--- config.mk ---
export PLATFORM = sky130hd
export DESIGN_NAME = mem_scrub_ctrl
export DESIGN_NICKNAME = d
export VERILOG_FILES = /design/src/rtl/scrub_pkg.sv /design/src/rtl/scrub_regs.sv /design/src/rtl/scrub_timer.sv /design/src/rtl/scrub_walker.sv /design/src/rtl/mem_scrub_ctrl.sv
export SDC_FILE = /design/constraint.sdc
export NUM_CORES = 1
export LEC_CHECK = 0
export ABC_CLOCK_PERIOD_IN_PS = 7050
export BUFFER_PORTS_ARGS = -buffer_cell sky130_fd_sc_hd__buf_2
export CAP_MARGIN = 20
export CORE_MARGIN = 5
export CORE_UTILIZATION = 30
export CTS_CLUSTER_DIAMETER = 40
export DETAILED_ROUTE_END_ITERATION = 6
export GPL_TIMING_DRIVEN = 0
export PLACE_DENSITY_LB_ADDON = 0.05
export SLEW_MARGIN = 20
export SYNTH_ARGS = -nofsm -noshare
export SYNTH_HDL_FRONTEND = slang
export SYNTH_SLANG_ARGS = --single-unit
export TNS_END_PERCENT = 1
--- constraint.sdc ---
create_clock -name clk -period 7.05 [get_ports clk]
set_input_delay 1.41 -clock clk [delete_from_list [all_inputs] [get_ports clk]]
set_output_delay 1.41 -clock clk [all_outputs]
set_load 0.02 [all_outputs]
--- src/rtl/scrub_pkg.sv ---
// Package: shared state encoding and control register bit positions.
// Assumes: positions are visible to software and must not move.
package scrub_pkg;
    typedef enum logic [1:0] {
        ST_IDLE = 2'd0,
        ST_RD   = 2'd1,
        ST_WR   = 2'd2,
        ST_WAIT = 2'd3
    } scrub_st_t;

    localparam int CTL_GP   = 0;
    localparam int CTL_IEN  = 1;
    localparam int CTL_EN   = 3;
    localparam int CTL_BUSY = 4;
endpackage

--- src/rtl/scrub_regs.sv ---
// Module: control and period registers.
// Holds the enable, interrupt-enable and spare bits plus the period value,
// and assembles read data with the live pass-in-progress flag.
// Assumes: single-cycle write strobes; unused control bits read zero.
module scrub_regs #(
    parameter int PER_W = 8
) (
    input  logic             clk,
    input  logic             rst_n,
    input  logic             ctl_we,
    input  logic [7:0]       ctl_wdata,
    input  logic             per_we,
    input  logic [PER_W-1:0] per_wdata,
    input  logic             busy,
    output logic [7:0]       ctl_rdata,
    output logic [PER_W-1:0] per_rdata,
    output logic             en,
    output logic             ien
);
    import scrub_pkg::*;

    logic             gp_q;
    logic [PER_W-1:0] per_q;

    // Register writes; reset clears every defined bit.
    always_ff @(posedge clk) begin
        if (!rst_n) begin
            en    <= 1'b0;
            ien   <= 1'b0;
            gp_q  <= 1'b0;
            per_q <= '0;
        end else begin
            if (ctl_we) begin
                en   <= ctl_wdata[CTL_EN];
                ien  <= ctl_wdata[CTL_IEN];
                gp_q <= ctl_wdata[CTL_GP];
            end
            if (per_we) per_q <= per_wdata;
        end
    end

    // Read data assembly with zero-filled reserved bits.
    always_comb begin
        ctl_rdata           = '0;
        ctl_rdata[CTL_GP]   = gp_q;
        ctl_rdata[CTL_IEN]  = ien;
        ctl_rdata[CTL_EN]   = en;
        ctl_rdata[CTL_BUSY] = busy;
    end

    assign per_rdata = per_q;
endmodule

--- src/rtl/scrub_timer.sv ---
// Module: inter-pass interval timer.
// A prescaler produces a tick every TICK_CYC cycles; expire pulses when
// max(period,1) ticks have elapsed since run went high.
// Assumes: run stays high for the whole wait and drops right after expire.
module scrub_timer #(
    parameter int TICK_CYC = 200_000_000,
    parameter int PER_W    = 8
) (
    input  logic             clk,
    input  logic             rst_n,
    input  logic             run,
    input  logic [PER_W-1:0] period,
    output logic             expire
);
    localparam int PRE_W = (TICK_CYC > 1) ? $clog2(TICK_CYC) : 1;
    localparam logic [PRE_W-1:0] PRE_LAST = PRE_W'(TICK_CYC - 1);

    logic [PRE_W-1:0] pre_q;
    logic [PER_W-1:0] tk_q;
    logic             tick;
    logic [PER_W:0]   target;

    assign tick   = run && (pre_q == PRE_LAST);
    assign target = (period == '0) ? (PER_W+1)'(1) : {1'b0, period};
    assign expire = tick && (({1'b0, tk_q} + (PER_W+1)'(1)) >= target);

    // Prescaler and tick counter, both held at zero outside a wait.
    always_ff @(posedge clk) begin
        if (!rst_n || !run) begin
            pre_q <= '0;
            tk_q  <= '0;
        end else begin
            pre_q <= tick ? '0 : pre_q + PRE_W'(1);
            if (tick) tk_q <= tk_q + PER_W'(1);
        end
    end

    p_expire_in_wait_r3: assert property (@(posedge clk) disable iff (!rst_n)
        expire |=> !expire);
endmodule

--- src/rtl/scrub_walker.sv ---
// Module: pass sequencer and address walker.
// Starts a pass on an enable rise or a timer expiry, reads each word,
// writes the corrected word back (or skips it on a reported multi-bit
// error when error reporting is on), and decides idle or wait at the end.
// Assumes: read data and error flags are valid in the cycle of a read grant.
module scrub_walker #(
    parameter int ADDR_W = 16,
    parameter int DATA_W = 64
) (
    input  logic              clk,
    input  logic              rst_n,
    input  logic              en,
    input  logic              derr_mode,
    input  logic              period_done,
    input  logic              mem_gnt,
    input  logic [DATA_W-1:0] mem_rdata,
    input  logic              ecc_sbe,
    input  logic              ecc_mbe,
    output logic              mem_req,
    output logic              mem_we,
    output logic [ADDR_W-1:0] mem_addr,
    output logic [DATA_W-1:0] mem_wdata,
    output logic              busy,
    output logic              waiting,
    output logic              sbe_log,
    output logic              mbe_log
);
    import scrub_pkg::*;

    localparam logic [ADDR_W-1:0] ADDR_LAST = {ADDR_W{1'b1}};

    scrub_st_t         st;
    logic [ADDR_W-1:0] addr_q;
    logic [DATA_W-1:0] wdata_q;
    logic              en_q;
    logic              at_last;
    scrub_st_t         end_st;

    assign at_last = (addr_q == ADDR_LAST);
    assign end_st  = en ? ST_WAIT : ST_IDLE;

    // Sequencer state, address and captured data.
    always_ff @(posedge clk) begin
        if (!rst_n) begin
            st      <= ST_IDLE;
            addr_q  <= '0;
            wdata_q <= '0;
            en_q    <= 1'b0;
            sbe_log <= 1'b0;
            mbe_log <= 1'b0;
        end else begin
            en_q    <= en;
            sbe_log <= 1'b0;
            mbe_log <= 1'b0;
            case (st)
                ST_IDLE: begin
                    if (en && !en_q) begin
                        st     <= ST_RD;
                        addr_q <= '0;
                    end
                end
                ST_WAIT: begin
                    if (!en) begin
                        st <= ST_IDLE;
                    end else if (period_done) begin
                        st     <= ST_RD;
                        addr_q <= '0;
                    end
                end
                ST_RD: begin
                    if (mem_gnt) begin
                        wdata_q <= mem_rdata;
                        sbe_log <= ecc_sbe;
                        if (ecc_mbe && !derr_mode) begin
                            mbe_log <= 1'b1;
                            if (at_last) begin
                                st <= end_st;
                            end else begin
                                addr_q <= addr_q + ADDR_W'(1);
                            end
                        end else begin
                            st <= ST_WR;
                        end
                    end
                end
                default: begin
                    if (mem_gnt) begin
                        if (at_last) begin
                            st <= end_st;
                        end else begin
                            addr_q <= addr_q + ADDR_W'(1);
                            st     <= ST_RD;
                        end
                    end
                end
            endcase
        end
    end

    // Memory port outputs decoded from the sequencer state.
    always_comb begin
        mem_req   = (st == ST_RD) || (st == ST_WR);
        mem_we    = (st == ST_WR);
        mem_addr  = addr_q;
        mem_wdata = wdata_q;
        busy      = mem_req;
        waiting   = (st == ST_WAIT);
    end

    p_start_enabled_r4: assert property (@(posedge clk) disable iff (!rst_n)
        $rose(busy) |-> $past(en));
    p_start_addr_zero_r1: assert property (@(posedge clk) disable iff (!rst_n)
        $rose(busy) |-> (mem_addr == '0) && !mem_we);
    p_hold_until_gnt_r10: assert property (@(posedge clk) disable iff (!rst_n)
        (mem_req && !mem_gnt) |=> mem_req && $stable(mem_addr) && $stable(mem_we));
    p_mbe_skip_r9: assert property (@(posedge clk) disable iff (!rst_n)
        (st == ST_RD && mem_gnt && ecc_mbe && !derr_mode) |=> !mem_we);
endmodule

--- src/rtl/mem_scrub_ctrl.sv ---
// Module: top of the periodic ECC scrubber.
// Connects registers, interval timer and pass sequencer, and gates the
// single-bit log strobe into the interrupt pulse.
// Assumes: one clock domain; synchronous active-low reset.
module mem_scrub_ctrl #(
    parameter int ADDR_W   = 16,
    parameter int DATA_W   = 64,
    parameter int PER_W    = 8,
    parameter int TICK_CYC = 200_000_000
) (
    input  logic              clk,
    input  logic              rst_n,
    input  logic              ctl_we,
    input  logic [7:0]        ctl_wdata,
    output logic [7:0]        ctl_rdata,
    input  logic              per_we,
    input  logic [PER_W-1:0]  per_wdata,
    output logic [PER_W-1:0]  per_rdata,
    input  logic              derr_mode,
    output logic              mem_req,
    output logic              mem_we,
    output logic [ADDR_W-1:0] mem_addr,
    output logic [DATA_W-1:0] mem_wdata,
    input  logic              mem_gnt,
    input  logic [DATA_W-1:0] mem_rdata,
    input  logic              ecc_sbe,
    input  logic              ecc_mbe,
    output logic              sbe_log,
    output logic              mbe_log,
    output logic              irq
);
    logic en, ien, busy, waiting, period_done;

    scrub_regs #(.PER_W(PER_W)) u_regs (
        .clk(clk), .rst_n(rst_n),
        .ctl_we(ctl_we), .ctl_wdata(ctl_wdata),
        .per_we(per_we), .per_wdata(per_wdata),
        .busy(busy), .ctl_rdata(ctl_rdata), .per_rdata(per_rdata),
        .en(en), .ien(ien)
    );

    scrub_timer #(.TICK_CYC(TICK_CYC), .PER_W(PER_W)) u_timer (
        .clk(clk), .rst_n(rst_n), .run(waiting),
        .period(per_rdata), .expire(period_done)
    );

    scrub_walker #(.ADDR_W(ADDR_W), .DATA_W(DATA_W)) u_walker (
        .clk(clk), .rst_n(rst_n), .en(en), .derr_mode(derr_mode),
        .period_done(period_done), .mem_gnt(mem_gnt), .mem_rdata(mem_rdata),
        .ecc_sbe(ecc_sbe), .ecc_mbe(ecc_mbe),
        .mem_req(mem_req), .mem_we(mem_we), .mem_addr(mem_addr),
        .mem_wdata(mem_wdata), .busy(busy), .waiting(waiting),
        .sbe_log(sbe_log), .mbe_log(mbe_log)
    );

    // Interrupt follows each logged single-bit error when enabled.
    assign irq = sbe_log && ien;

    p_irq_one_cycle_r7: assert property (@(posedge clk) disable iff (!rst_n)
        irq |=> !irq);
    p_irq_needs_sbe_r7: assert property (@(posedge clk) disable iff (!rst_n)
        irq |-> $past(mem_req && !mem_we && mem_gnt));
endmodule

==> flow_summary.json, run 1 <==
{
  "fp.dieH_um": 147,
  "areaGrowthSynthToFinish_pct": 33.3,
  "vias": 5401,
  "dieArea_um2": 21500,
  "worstPathCellList": "ha_1 > nand3_1 > nor2_1 > xor2_1 > ha_1 > a21oi_1 > a21boi_0 > a311oi_1 > a211oi_2 > o21ai_1 > clkbuf_1 > o211ai_1 > o41ai_1",
  "p_per_area_nw_per_um2": 302,
  "clock-root-buffer": "clkbuf_16",
  "startpoint": "u_timer.tk_q[0]",
  "synthTopCellsByCount": "nand2_1 (162), dfxtp_1 (132), a21oi_1 (80)",
  "postRouteAntennaNets": 0,
  "gp_congestion": 0.767,
  "outcome": "finished clean",
  "crit_required_ps": 7350,
  "tightest_slew_ps": 892,
  "p_comb_share_pct": 19.4,
  "rr_startpoint": "u_timer.tk_q[0]",
  "h-tree-depth": 4,
  "drive_above_1_share_pct": 24.2,
  "core_area_um2": 18600,
  "wire_per_inst_um": 14.9,
  "synthArstFlopShare_pct": 0,
  "first_iter_violations": 170,
  "port_buffers": 177,
  "overflow": 0,
  "ioPinCount": 189,
  "cp_top_family": "compound AO/OA/AOI/OAI gates",
  "synth_seq_cells": 132,
  "path_clk_slew_ps": 60,
  "placed_cell_area_um2": 6800,
  "crit_type": "register to register",
  "crit_slowest_cell": "o21ai_1",
  "synth-main-ff-cell": "dfxtp_1",
  "grtUsageTotal_pct": 15.6,
  "critical_path_buf_inv_count": 1,
  "yosys_warnings": 0,
  "drv_slew": 0,
  "synth_area_leaders": "dfxtp_1 (47%), nand2_1 (11%), a21oi_1 (7.1%)",
  "relSlewSlack_pct": 40.1,
  "route.detailed.drc": 0,
  "rr_worst_depth": 13,
  "ys_seq_area_share_pct": 47.1,
  "p_seq_share_pct": 36.1,
  "synthesis.area_um2": 5610,
  "rrSetupSlack_ps": 3450,
  "synth_top_cell_area_share_pct": 47.1,
  "syn_avg_cell_area_um2": 8.14,
  "crit_arrival_ps": 3900,
  "fmax_mhz": 278,
  "finalCritPeriodShare_pct": 51.1,
  "synth.distinct_cells": 45,
  "start_kind": "register",
  "synth_area_leader_cell": "dfxtp_1",
  "cp.depth": 13,
  "fin_skew_ps": 8.58,
  "maxCapViolCount": 0,
  "fin_area_um2": 7470,
  "rsz0062_at_grt": "false",
  "drt_first_pass_iters": 4,
  "grt_pass1_wl_um": 27300,
  "crit_fanout": 10,
  "cts_buffer_depth": 2,
  "place_hpwl_um": 12800,
  "clk_latency_ps": 410,
  "cts_hold_buf": 0,
  "synth_edf_count": 0,
  "clkSinkCount": 132,
  "tritoncts": "yes",
  "slowest_delay_ps": 520,
  "cts_setup_buffers": 0,
  "setup_viol": 0,
  "fp.dieW_um": 147,
  "period_minus_slack_ps": 3600,
  "cts_resized": 0,
  "synth.most_common_cell": "nand2_1",
  "power.switching_uw": 641,
  "routed_wirelength_um": 16900,
  "p_sw_share_pct": 28.4,
  "vdd_drop_max_mv": 0.162,
  "hold_violations": 0,
  "antenna_found_initial": 1,
  "hold_class": "register to register",
  "crit_end": "u_walker.mem_addr[8]",
  "syn_inst": 689,
  "crit_top_cell": "ha_1",
  "p_leak_uw": 0.00309,
  "p_int_uw": 1620,
  "r2r-end": "u_walker.mem_addr[8]",
  "grt_start_max_net_pins": 17,
  "rows": 50,
  "end_kind": "register",
  "vias_per_cell": 4.75,
  "initial_core_util_pct": 30.2,
  "grt_pass1_vias": 5398,
  "power_frac_clock_pct": 44.5,
  "cts_made_buffers": 17,
  "tns_ps": 0,
  "nets": 991
}
==> through the flow <==
step                      power, uW  hold slack (ps)  util, %  std cells  setup slack (ps)
after detailed placement       1270              443     36.6       1103              3450
after global routing           2380              468     40.2       1136              3110
after CTS                      2290              451     40.2       1135              3440
after global placement         1270              438     36.6       1103              3460
after floorplan                1120              430        -        692              4160
final                          2260              450     40.2       1136              3450
==> cell families (layout without fill, tap and decap cells) <==
group / after synthesis / in the layout / share of synthesized area [%]
simple gates: 310 / 310 / 24.5
xor+xnor: 37 / 37 / 5.78
other cells: 1 / 5 / 0.0669
fa+ha+maj: 15 / 15 / 3.35
compound gates: 123 / 123 / 12.4
mux: 13 / 13 / 2.32
flops: 132 / 132 / 47.1
buf+inv: 58 / 267 / 4.44
==> sequential cells by signal (all words and copies together) (netlist names) <==
| name | count |
|---|---|
| u_walker.mem_wdata | 64 |
| u_timer.pre_q | 28 |
| u_walker.mem_addr | 16 |
| u_regs.per_rdata | 8 |
| u_timer.tk_q | 8 |
| u_walker.st | 2 |
| u_regs.en | 1 |
| u_regs.gp_q | 1 |
| u_regs.ien | 1 |
| u_walker.en_q | 1 |
| u_walker.mbe_log | 1 |
| u_walker.sbe_log | 1 |
==> how the worst min path moves through the flow <==
| stage | end | slack, ps | depth (start not counted) | startpoint |
|---|---|---|---|---|
| after floorplan | u_timer.pre_q[0] | 430 | 1 | u_timer.pre_q[0] |
| after global placement | u_walker.mem_wdata[59] | 440 | 2 | u_walker.mem_wdata[59] |
| after detailed placement | u_walker.mem_wdata[25] | 440 | 2 | u_walker.mem_wdata[25] |
| after CTS | u_walker.mem_wdata[17] | 450 | 2 | u_walker.mem_wdata[17] |
| after global routing | u_walker.mem_wdata[17] | 470 | 2 | u_walker.mem_wdata[17] |
| final | u_walker.mem_wdata[52] | 450 | 2 | u_walker.mem_wdata[52] |
==> cell usage in the layout, fill, tap and decap left out, drive strengths merged, types with 2 or more instances in the layout <==
cell,n
xnor2,16
o21a,3
mux2i,13
nand4,12
and3,9
nand3,20
or4,9
o22ai,4
bufinv,6
clkbuf,51
xor2,21
a21boi,2
nand2,162
nand2b,3
o21ai,17
clkinv,4
o211ai,6
ha,15
buf,189
conb,4
and4,4
nor4,2
nor3,7
and2,3
nor2,66
o41ai,3
nor4b,2
inv,17
a21oi,80
dfxtp,132
or3,7
nand3b,2
==> routing by layer <==
layer | part of all wire (%) | GRT usage [%] | vias to the layer above
met5 | 0 | 0 | -
met4 | 2.0 | 5.41 | 0
met3 | 4.8 | 4.19 | 22
met2 | 49 | 26.8 | 122
met1 | 44 | 18.9 | 2528
li1 | - | - | 2729
==> worst register-to-register path, stage by stage (launching register included) <==
cell,delay [ps]
dfxtp_1,390
ha_1,230
nand3_1,160
nor2_1,260
xor2_1,190
ha_1,270
a21oi_1,140
a21boi_0,100
a311oi_1,370
a211oi_2,140
o21ai_1,520
clkbuf_1,430
o211ai_1,170
o41ai_1,100
==> power groups by stage <==
| stage | clock network [uW] | registers [uW] | logic, uW |
|---|---|---|---|
| final | 1000 | 817 | 439 |
| after global routing | 1070 | 822 | 485 |
| after CTS | 1040 | 817 | 442 |
| after detailed placement | 0 | 833 | 441 |
| after global placement | 0 | 832 | 435 |
| after floorplan | 0 | 875 | 241 |
==> area by class of cell <==
cell class                      count  area, um2
Fill cell                        1928      11100
Multi-Input combinational cell    502       2730
Sequential cell                   132       2640
Timing Repair Buffer              177        886
Clock buffer                       23        468
Tap cell                          234        293
Clock inverter                      9        199
Buffer                             40        181
Inverter                           18       67.6
Antenna cell                        1       2.50
Note: power is estimated with default switching activity, not from simulation.
==> inputs of run 2 (changes only) <==
- ABC_AREA: unset -> 1
- ABC_CLOCK_PERIOD_IN_PS: 7050 -> 3100
- clock period: 7.05 -> 3.1 ns (I/O delays scaled with it)
==> flow_summary.json, run 2 <==
{
  "synth-main-ff-cell": "dfxtp_1",
  "crit_arrival_ps": 2960,
  "crit_top_cell": "nand2_1",
  "first_iter_violations": 211,
  "gp_congestion": 0.784,
  "critical_path_buf_inv_count": 1,
  "gr-usage-met3_pct": 8.31,
  "cts_hold_buf": 0,
  "tns_ps": 0,
  "cp_top_family": "simple AND/OR/NAND/NOR gates",
  "tritoncts": "yes",
  "yosys_warnings": 0,
  "p_leak_uw": 0.00348,
  "synth_edf_count": 0,
  "synth_top_cell_area_share_pct": 44.5,
  "path_clk_slew_ps": 70,
  "crit_required_ps": 3460,
  "outcome": "finished clean",
  "period_minus_slack_ps": 2600,
  "synthArstFlopShare_pct": 0,
  "rsz0062_at_grt": "false",
  "place_hpwl_um": 14000,
  "gr-usage-met2_pct": 27.0,
  "grt_start_max_net_pins": 17,
  "met1_usage_pct": 19.7,
  "worstPathCellList": "ha_1 > nand3_1 > nor3_1 > xor2_1 > ha_1 > a21oi_1 > nand2_1 > nand2_1 > nand2_1 > nand3_2 > nand2_2 > buf_4 > nand2_2 > nand2_1 > a21oi_1",
  "slowest_delay_ps": 390,
  "grt_pass1_vias": 5721,
  "vdd_drop_max_mv": 0.365,
  "setup_viol": 0,
  "crit_type": "register to register",
  "fin_skew_ps": 12.1,
  "antenna_found_initial": 5,
  "syn_avg_cell_area_um2": 7.32,
  "start_kind": "register",
  "relSlewSlack_pct": 58.6,
  "grt_pass1_wl_um": 29600,
  "synth.distinct_cells": 44,
  "crit_fanout": 10,
  "routed_wirelength_um": 18400,
  "mostFrequentLayoutCells": "nor2_1 (198), buf_2 (183), dfxtp_1 (132)",
  "cts_buffer_depth": 2,
  "initial_core_util_pct": 30.5,
  "end_kind": "register",
  "hold_violations": 0,
  "nets": 1115,
  "drive_above_1_share_pct": 25.1,
  "fp.dieW_um": 151,
  "crit_slowest_cell": "dfxtp_1",
  "drv_slew": 0,
  "holdWs_ps": 438,
  "clkSinkCount": 132,
  "maxCapViolCount": 0,
  "ys_seq_area_share_pct": 44.5,
  "tightest_slew_ps": 621,
  "p_per_area_nw_per_um2": 757,
  "fmax_mhz": 384,
  "clock-root-buffer": "clkbuf_16",
  "fp.dieH_um": 151,
  "grtUsageTotal_pct": 16.6,
  "cts_resized": 0,
  "dieArea_um2": 22700,
  "drt_first_pass_iters": 4,
  "synth_seq_cells": 132,
  "cts_setup_buffers": 0,
  "hold_class": "input pin to register",
  "h-tree-depth": 4,
  "synth_area_leaders": "dfxtp_1 (45%), nor2_1 (13%), o21ai_0 (7.5%)",
  "syn_inst": 811,
  "fill_cells": 2114,
  "areaGrowthSynthToFinish_pct": 30.7,
  "port_buffers": 179,
  "rr_worst_depth": 15,
  "largest_reg_flops": 64,
  "cp.depth": 15,
  "synth.most_common_cell": "nor2_1",
  "clk_latency_ps": 420,
  "overflow": 0,
  "synth_area_leader_cell": "dfxtp_1",
  "whs_path_depth": 3,
  "postRouteAntennaNets": 0,
  "wire_per_inst_um": 14.2,
  "vias": 5705,
  "top_usage_layer": "met2",
  "rows": 51,
  "ioPinCount": 189,
  "core_area_um2": 19500,
  "synthesis.area_um2": 5930,
  "finalCritPeriodShare_pct": 84.0,
  "route.detailed.drc": 0,
  "cts_made_buffers": 17,
  "synthTopCellsByCount": "nor2_1 (198), dfxtp_1 (132), o21ai_0 (89)",
  "vias_per_cell": 4.42,
  "final_common_cell": "nor2_1"
}
## run 2: cell types whose count changed in the layout (fill, tap and decap cells not counted), sizes merged, moves of 13 or more
cell	change
nand2	-71
a21oi	-32
nor2	+139
o21ai	+78
xnor2	-14
nand3	+22
mux2i	-13
inv	+56
## run 2: path summary, 6_finish.rpt
path | start | end | slack (ps)
worst max register to register | u_timer.tk_q[0] | u_walker.mem_addr[5] | 500
worst min register to register | u_timer.pre_q[0] | u_timer.pre_q[0] | 450
worst max-delay path | u_timer.tk_q[0] | u_walker.mem_addr[5] | 500
worst min-delay path | ctl_wdata[0] | u_regs.gp_q | 440
## run 2: cells by family after synthesis
| logic type | share of synthesized area [%] |
|---|---|
| and+or+nand+nor | 28.2 |
| AOI/OAI and AO/OA | 14.2 |
| DFF | 44.5 |
| buffers and inverters | 7.99 |
| adders and majority gates | 3.16 |
| xor gates and xnor gates | 1.92 |
| other | 0.0632 |
## run 2: stage by stage
| step | cell area [um2] | worst slack (ps) | power, uW | instances | util [%] |
|---|---|---|---|---|---|
| 5_1_grt | 7760 | 219 | 6260 | 1291 | 39.9 |
| 6_report | 7760 | 495 | 5870 | 1291 | 39.9 |
| 4_1_cts | 7750 | 450 | 5960 | 1290 | 39.8 |
| 2_1_floorplan | 5940 | 912 | 3300 | 814 | - |
| 3_3_place_gp | 7170 | 522 | 3900 | 1258 | 36.8 |
| 3_5_place_dp | 7170 | 473 | 3900 | 1258 | 36.8 |
## run 2: layout make-up
type,instances,area (um2),share of cell area (%)
multi-input cells,571,2830,36.5
flip-flops and latches,132,2640,34.1
repair buffers,179,896,11.6
clock buffers,19,433,5.58
well taps,265,332,4.27
inverters,69,259,3.34
plain buffers,42,215,2.77
clock inverters,13,149,1.92
diodes,1,2.50,0.0323
## run 2: tightest hold or removal path: stages
cell    delay [ps]
buf_2           80
nor2_1          30
nor2_1          90
## run 2: per-layer routing
| layer | routed length, um | vias to the layer above |
|---|---|---|
| met4 | 161 | 8 |
| met1 | 7910 | 2500 |
| met3 | 1650 | 19 |
| li1 | - | 3033 |
| met2 | 8620 | 145 |
| met5 | 42 | - |
## run 2: where the power goes
part | internal (uW) | leakage (uW) | total [uW] | switching [uW]
sequential | 1960 | 0.00108 | 2140 | 182
clock | 1200 | 0.000275 | 2030 | 832
combinational | 596 | 0.00213 | 1700 | 1100
total | 3750 | 0.00348 | 5870 | 2120
